<file path="config.mk">
export PLATFORM = sky130hd
export DESIGN_NAME = atomic_reg_access
export DESIGN_NICKNAME = d
export VERILOG_FILES = /design/src/rtl/atomic_reg_access.sv
export SDC_FILE = /design/constraint.sdc
export NUM_CORES = 1
export LEC_CHECK = 0
export ABC_AREA = 1
export BUFFER_PORTS_ARGS = -buffer_cell sky130_fd_sc_hd__clkbuf_2
export CAP_MARGIN = 20
export CORE_MARGIN = 2
export CORE_UTILIZATION = 52
export DETAILED_ROUTE_END_ITERATION = 10
export GPL_TIMING_DRIVEN = 0
export PLACE_DENSITY = 0.78
export SKIP_LAST_GASP = 1
export SLEW_MARGIN = 20
export SYNTH_ARGS = -nofsm -noshare
export SYNTH_HDL_FRONTEND = slang
export SYNTH_SLANG_ARGS = --single-unit
</file>
<file path="constraint.sdc">
create_clock -name clk -period 2.4 [get_ports clk]
set_input_delay 0.24 -clock clk [delete_from_list [all_inputs] [get_ports clk]]
set_output_delay 0.24 -clock clk [all_outputs]
set_load 0.03 [all_outputs]
</file>
<file path="src/rtl/atomic_reg_access.sv">
module atomic_reg_access #(
  parameter int NBYTES = 4
) (
  input  logic                          clk,
  input  logic                          rst_n,
  input  logic [$clog2(2*NBYTES)-1:0]   bus_addr,
  input  logic                          bus_wr,
  input  logic                          bus_rd,
  input  logic [7:0]                    bus_wdata,
  output logic [7:0]                    bus_rdata,
  input  logic                          hw_we,
  input  logic [8*NBYTES-1:0]           hw_value,
  output logic [8*NBYTES-1:0]           live_value
);
  localparam int W  = 8 * NBYTES;
  localparam int NT = NBYTES - 1;
  localparam int AW = $clog2(2 * NBYTES);

  logic [W-1:0]    live_q;
  logic [8*NT-1:0] tmp_q;
  logic [AW-1:0]   toff;

  assign toff = bus_addr - AW'(NBYTES);

  wire in_reg  = bus_addr < AW'(NBYTES);
  wire in_tmp  = !in_reg && (bus_addr < AW'(2 * NBYTES - 1));
  wire commit  = bus_wr && (bus_addr == AW'(NT));
  wire snap    = bus_rd && (bus_addr == '0);

  always_ff @(posedge clk) begin
    if (!rst_n) begin
      live_q <= '0;
      tmp_q  <= '0;
    end else begin
      if (snap)
        tmp_q <= live_q[W-1:8];
      if (bus_wr && bus_addr < AW'(NT))
        tmp_q[int'(bus_addr)*8 +: 8] <= bus_wdata;
      if (bus_wr && in_tmp)
        tmp_q[int'(toff)*8 +: 8] <= bus_wdata;
      if (commit)
        live_q <= {bus_wdata, tmp_q};
      else if (hw_we)
        live_q <= hw_value;
    end
  end

  always_comb begin
    bus_rdata = '0;
    if (bus_addr == '0)
      bus_rdata = live_q[7:0];
    else if (in_reg)
      bus_rdata = tmp_q[(int'(bus_addr) - 1)*8 +: 8];
    else if (in_tmp)
      bus_rdata = tmp_q[int'(toff)*8 +: 8];
  end

  assign live_value = live_q;
endmodule

</file>
==> out/metrics.cfg, run 1 <==
[clocking]
htreeDepth = 2
clockBufferDepth = 2
cts_buffers = 5
post-cts-setup-buffers = 0
cts_tree = built
root_buffer = clkbuf_8
clk_pin_slew_ns = 0.11
insertion_delay_ns = 0.33
clkSinkCount = 56

[worst_hold_path]
holdPathStages = 3
hold_path_startpoint = hw_value[19]
min_to = live_value[19]$_SDFFE_PN0P_
hold_path.class = input port to flip-flop

[timing]
hold_violations = 0
slew_violations = 0
setup_violations = 0
holdWs_ns = 0.145
max_slew_margin_pct = 55.3
fmax_mhz = 457
skew_ns = 0.00712
worstMarginPinSlew_ns = 0.671
min_period_ns = 2.19
grt_setup_unrepaired = false
fin_crit_sh_pct = 91.2

[yosys]
synth_top_area_cell = dfxtp_1
syn_area_mm2 = 0.00366
ys_seq_elements = 56
synth-edff-count = 0
ys.flop_type = dfxtp_1
synth.avg_cell_area_um2 = 5.91
synth_cells = 620
synth.area.top_cells = dfxtp_1, nand2_1, nor2_1
ys_seq_area_share_pct = 30.6
synth.most_common_cell = nand2_1
syn_nets = 673
synth_commonest_cells = nand2_1, nor2_1, dfxtp_1
yosys_warnings = 0
async_reset_ff_share_pct = 0
yosysUniqueCellTypes = 24
synth_top_area_share_pct = 30.6

[floorplan]
coreArea_mm2 = 0.00679
fp.dieW_um = 88.0
rows = 30
die_h_um = 88.0
start_util_pct = 53.9
io_pins = 88
dieArea_mm2 = 0.00774

[detailed_routing]
post-route-drc-count = 0
first_pass_iters = 5
postRouteAntennaNets = 0
drt_iter0_drc = 281
wire_per_inst_um = 15.6
viasPerCell = 5.42
drt-total-wl_um = 12600
vias = 4369

[grt]
grt_pass1_vias = 3952
grt_usage_pct = 33.3
grt_pass1_wl_um = 19900
grt-ovfl-total = 0
grt_max_degree = 19
grt_antenna_before_repair = 0

[finish]
nNetsFinal = 762
drive_above_1_share_pct = 18.9
fillers = 676
final-seq-area_mm2 = 0.00112
syn_to_final_growth_pct = 17.2
postLayoutCellArea_mm2 = 0.00430
multi_input_area_mm2 = 0.00217
antenna_cells = 0
fin_util_pct = 63.2

[setup_path]
criticalPathCategory = input port to output port
reg2reg_from = tmp_q[13]$_SDFF_PN0_
worstSetupStartpoint = bus_addr[1]
arrival_ns = 1.95
start_kind = input port
required_ns = 2.16
r2r_end = tmp_q[13]$_SDFF_PN0_
worstPathMaxFanout = 10
ff2ff_setup_slack_ns = 1.40
worst_setup_path_end_kind = output port
rr_worst_depth = 6

[flow_run]
drv_cap = 0

[power]
peakVddDrop_mv = 0.361
p_per_area_mw_per_mm2 = 499
fin_total_pwr_w = 0.00214
power.leakage_nw = 2.29

[place]
place_area_mm2 = 0.00421
portBuffers = 84
hpwl_um = 9630
globalplace.congestion = 0.950

[outcome]
outcome = complete, no violations

[routing by layer]
metal / track usage [%] / vias to the layer above / routed length, um
li1: - / 2142 / -
met5: 0 / - / 0
met4: 10.1 / 0 / 297
met2: 55.9 / 209 / 5880
met1: 44.7 / 1995 / 5400
met3: 4.05 / 23 / 992
[critical path: stages]
cell,delay [ns]
clkbuf_2,0.11
clkbuf_4,0.22
inv_1,0.12
ha_2,0.42
nand2_2,0.12
nor2_2,0.14
nand2_1,0.07
nand2_1,0.06
nand2_1,0.05
nand2_1,0.09
nand2_1,0.05
nand2_1,0.05
clkbuf_2,0.19
[through the flow]
stage,setup slack [ns],std cells,setup TNS (ns)
detailed placement,-0.0516,800,-0.528
global route,0.0548,806,0
finish,0.211,806,0
CTS,0.101,807,0
floorplan,0.443,620,0
global placement,-0.0465,800,-0.116
[kinds of logic (layout without fill, tap and decap cells)]
family	after synthesis	count (layout)	share of synthesized area [%]
adder cells (fa/ha/maj)	5	5	1.71
AND/OR/NAND/NOR	403	403	44.6
flip-flops	56	56	30.6
AO/OA/AOI/OAI	67	67	12.6
buffers and inverters	89	179	10.4
[sequential cells by signal, indices dropped and copies added (netlist names)]
name	cells
live_value	32
tmp_q	24
[where the power goes]
group | switching [W] | total [W] | internal (W)
clock | 0.000346 | 0.000556 | 0.000211
sequential | 0.0000520 | 0.00103 | 0.000982
combinational | 0.000374 | 0.000552 | 0.000178
[worst max-delay path by stage]
stage	endpoint	slack (ns)	cells after the start
final	bus_rdata[6]	0.21	13
after global routing	bus_rdata[3]	0.05	13
after CTS	bus_rdata[6]	0.10	13
after detailed placement	tmp_q[22]$_SDFF_PN0_	-0.05	11
after global placement	bus_rdata[0]	-0.05	14
after floorplan	bus_rdata[0]	0.44	12
[placed cells by master (no fill, tap or decap), types with 5 or more instances in the layout]
cell / n
a21oi_1: 20
a311oi_1: 32
buf_2: 11
buf_4: 5
clkbuf_1: 16
clkbuf_2: 84
clkbuf_8: 5
clkinv_1: 5
dfxtp_1: 56
inv_1: 41
inv_2: 5
nand2_1: 244
nand2_2: 5
nand3_1: 43
nand3_2: 5
nor2_1: 98
nor2_2: 5
o21ai_0: 10
[repair_timing]
item,CTS,global route
hold buffers,0,0
setup endpoints to repair,6,8
gates resized for setup,0,3
[cell type report]
class,instances,share of cell area (%)
Buffer,36,4.34
Clock buffer,5,1.60
Clock inverter,3,0.524
Inverter,51,4.46
Multi-Input combinational cell,475,50.4
Sequential cell,56,26.1
Tap cell,96,2.80
Timing Repair Buffer,84,9.78
Note: power is estimated with default switching activity, not from simulation.
==> inputs of run 2 (changes only) <==
--- a/config.mk
+++ b/config.mk
@@ -5,14 +5,13 @@
 export SDC_FILE = /design/constraint.sdc
 export NUM_CORES = 1
 export LEC_CHECK = 0
-export ABC_AREA = 1
 export BUFFER_PORTS_ARGS = -buffer_cell sky130_fd_sc_hd__clkbuf_2
 export CAP_MARGIN = 20
 export CORE_MARGIN = 2
 export CORE_UTILIZATION = 52
 export DETAILED_ROUTE_END_ITERATION = 10
 export GPL_TIMING_DRIVEN = 0
-export PLACE_DENSITY = 0.78
+export PLACE_DENSITY = 0.79
 export SKIP_LAST_GASP = 1
 export SLEW_MARGIN = 20
 export SYNTH_ARGS = -nofsm -noshare
==> out/metrics.cfg, run 2 <==
[detailed_routing]
viasPerCell = 6.38  ; was 5.42
wire_per_inst_um = 19.6  ; was 15.6 um
vias = 3545  ; was 4369
post-route-drc-count = 0  ; unchanged
postRouteAntennaNets = 0  ; unchanged
drt_iter0_drc = 343  ; was 281
drt-total-wl_um = 10900  ; was 12600 um
first_pass_iters = 5  ; unchanged

[timing]
setup_tns_ns = 0  ; unchanged
worst_slack_ns = 0.0617  ; was 0.211 ns
grt_setup_unrepaired = true  ; was false
worstMarginPinSlew_ns = 0.841  ; was 0.671 ns
fmax_mhz = 428  ; was 457 MHz
hold_violations = 0  ; unchanged
max_slew_margin_pct = 44.0  ; was 55.3%
fin_crit_sh_pct = 97.4  ; was 91.2%
slew_violations = 0  ; unchanged
holdWs_ns = 0.203  ; was 0.145 ns
skew_ns = 0.00836  ; was 0.00712 ns
setup_violations = 0  ; unchanged
min_period_ns = 2.34  ; was 2.19 ns

[outcome]
outcome = complete, no violations  ; unchanged

[setup_path]
start_kind = input port  ; unchanged
criticalPathCategory = input port to output port  ; unchanged
crit_path_end = bus_rdata[6]  ; unchanged
required_ns = 2.16  ; about the same
worstPathMaxFanout = 11  ; was 10
ff2ff_setup_slack_ns = 1.38  ; was 1.40 ns
worstSetupStartpoint = bus_addr[0]  ; was bus_addr[1]
rr_worst_depth = 3  ; was 6
reg2reg_from = tmp_q[11]$_SDFF_PN0_  ; was tmp_q[13]$_SDFF_PN0_
worst_setup_path_end_kind = output port  ; unchanged
r2r_end = tmp_q[11]$_SDFF_PN0_  ; was tmp_q[13]$_SDFF_PN0_
arrival_ns = 2.10  ; was 1.95 ns

[grt]
grt_antenna_before_repair = 0  ; unchanged
grt_max_degree = 18  ; was 19
grt-ovfl-total = 0  ; unchanged
grt_usage_pct = 30.1  ; was 33.3%
grt_pass1_wl_um = 17300  ; was 19900 um
grt_pass1_vias = 3331  ; was 3952

[power]
power.leakage_nw = 2.25  ; was 2.29 nW
p_per_area_mw_per_mm2 = 482  ; was 499 mW/mm2
peakVddDrop_mv = 0.390  ; was 0.361 mV

[worst_hold_path]
hold_path.class = input port to flip-flop  ; unchanged

[clocking]
clockBufferDepth = 2  ; unchanged
clkSinkCount = 56  ; unchanged
clk_pin_slew_ns = 0.11  ; about the same
cts_buffers = 5  ; unchanged
hold_buffers = 0  ; unchanged
htreeDepth = 2  ; unchanged
insertion_delay_ns = 0.32  ; was 0.33 ns
cts_tree = built  ; unchanged
root_buffer = clkbuf_8  ; unchanged

[floorplan]
start_util_pct = 53.7  ; was 53.9%
die_h_um = 85.0  ; was 88.0 um
io_pins = 88  ; unchanged
rows = 29  ; was 30
coreArea_mm2 = 0.00635  ; was 0.00679 mm2
fp.dieW_um = 85.0  ; was 88.0 um
dieArea_mm2 = 0.00722  ; was 0.00774 mm2

[finish]
drive_above_1_share_pct = 28.6  ; was 18.9%
syn_to_final_growth_pct = 30.6  ; was 17.2%
layout.cells.most_common_list = clkbuf_2, mux2i_1, dfxtp_1  ; was nand2_1, nor2_1, clkbuf_2
nNetsFinal = 531  ; was 762
final_common_cell = clkbuf_2  ; was nand2_1
antenna_cells = 0  ; unchanged
largest_reg_flops = 32  ; unchanged
fillers = 508  ; was 676

[place]
post-place-ws_ns = -0.573  ; was -0.0516 ns
hpwl_um = 8060  ; was 9630 um
portBuffers = 84  ; unchanged
globalplace.congestion = 0.953  ; was 0.950

[yosys]
synth-edff-count = 0  ; unchanged
synth.most_common_cell = mux2i_1  ; was nand2_1
syn_area_mm2 = 0.00341  ; was 0.00366 mm2
synth_top_area_share_pct = 32.9  ; was 30.6%
synth_top_area_cell = dfxtp_1  ; unchanged
synth_cells = 384  ; was 620
yosys_warnings = 0  ; unchanged
ys_seq_area_share_pct = 32.9  ; was 30.6%
synth.area.top_cells = dfxtp_1, mux2i_1, o211a_1  ; was dfxtp_1, nand2_1, nor2_1
ys.flop_type = dfxtp_1  ; unchanged
synth.avg_cell_area_um2 = 8.88  ; was 5.91 um2
ys_seq_elements = 56  ; unchanged
synth_commonest_cells = mux2i_1, dfxtp_1, nand2_1  ; was nand2_1, nor2_1, dfxtp_1
syn_nets = 437  ; was 673
async_reset_ff_share_pct = 0  ; unchanged
yosysUniqueCellTypes = 32  ; was 24

[flow_run]
drv_cap = 0  ; unchanged

run 2: cell count changes after synthesis, sizes merged, moves of 24 or more:
cell and change:
a21boi +24, a311oi -32, and3 +25, inv -43, mux2i +58, nand2 -208, nand3 -40, nor2 -103
o211a +32
run 2: timing repair:
item | CTS | global route
setup buffers | 2 | 2
setup endpoints to repair | 16 | 8
resized for setup | 34 | 23
endpoints found under the hold margin | 0 | 0
pin swaps | 3 | 4
run 2: cell families after synthesis:
group                      after synthesis  share of synthesized area (%)
AOI/OAI and AO/OA                      129                           28.3
adders and majority gates                5                           1.83
buffers and inverters                   44                           4.95
DFF                                     56                           32.9
muxes                                   66                           19.7
and+or+nand+nor                         84                           12.4
run 2: critical path, cell delays in order:
cell and delay [ns]:
clkbuf_2 0.11, clkbuf_16 0.17, inv_12 0.10, buf_8 0.16, ha_4 0.16, ha_4 0.16
buf_4 0.17, clkbuf_4 0.28, a221oi_1 0.09, o2bb2ai_1 0.21, clkbuf_2 0.23
run 2: layout make-up:
class	count	area (um2)	area share, %
timing repair buffer	88	519	11.7
buffer	39	204	4.58
clock buffer	6	72.6	1.63
sequential	56	1120	25.2
multi-input combinational	284	2400	53.9
tap	77	96.3	2.16
clock inverter	2	13.8	0.309
inverter	4	27.5	0.618
run 2: power by group:
group          total, W  leakage, nW  switching (W)  internal, W
combinational  0.000584         1.74       0.000354     0.000231
sequential      0.00102        0.459      0.0000443     0.000975
clock          0.000541       0.0456       0.000332     0.000210
total           0.00215         2.25       0.000729      0.00142
run 2: worst min-delay path by stage:
stage | startpoint | cells past startpoint | end
after floorplan | bus_wdata[0] | 1 | live_value[24]$_SDFFE_PN0P_
after global placement | bus_wdata[7] | 2 | live_value[31]$_SDFFE_PN0P_
after detailed placement | bus_wdata[7] | 2 | live_value[31]$_SDFFE_PN0P_
after CTS | bus_wdata[7] | 2 | live_value[31]$_SDFFE_PN0P_
after global routing | bus_wdata[7] | 2 | live_value[31]$_SDFFE_PN0P_
final | bus_wdata[7] | 2 | live_value[31]$_SDFFE_PN0P_
run 2: per-layer routing:
metal	global-route usage [%]	routed length, um
met1	39.7	4670
met2	50.4	5100
met3	4.18	735
met4	10.7	369
met5	0	0
run 2: through the flow:
stage	cell area, um2	cells	util, %	total power, W
CTS	4360	555	68.7	0.00212
floorplan	3600	384	-	0.00140
detailed placement	4110	545	64.8	0.00157
global placement	4110	545	64.8	0.00156
finish	4450	556	70.1	0.00215
global route	4450	556	70.1	0.00222
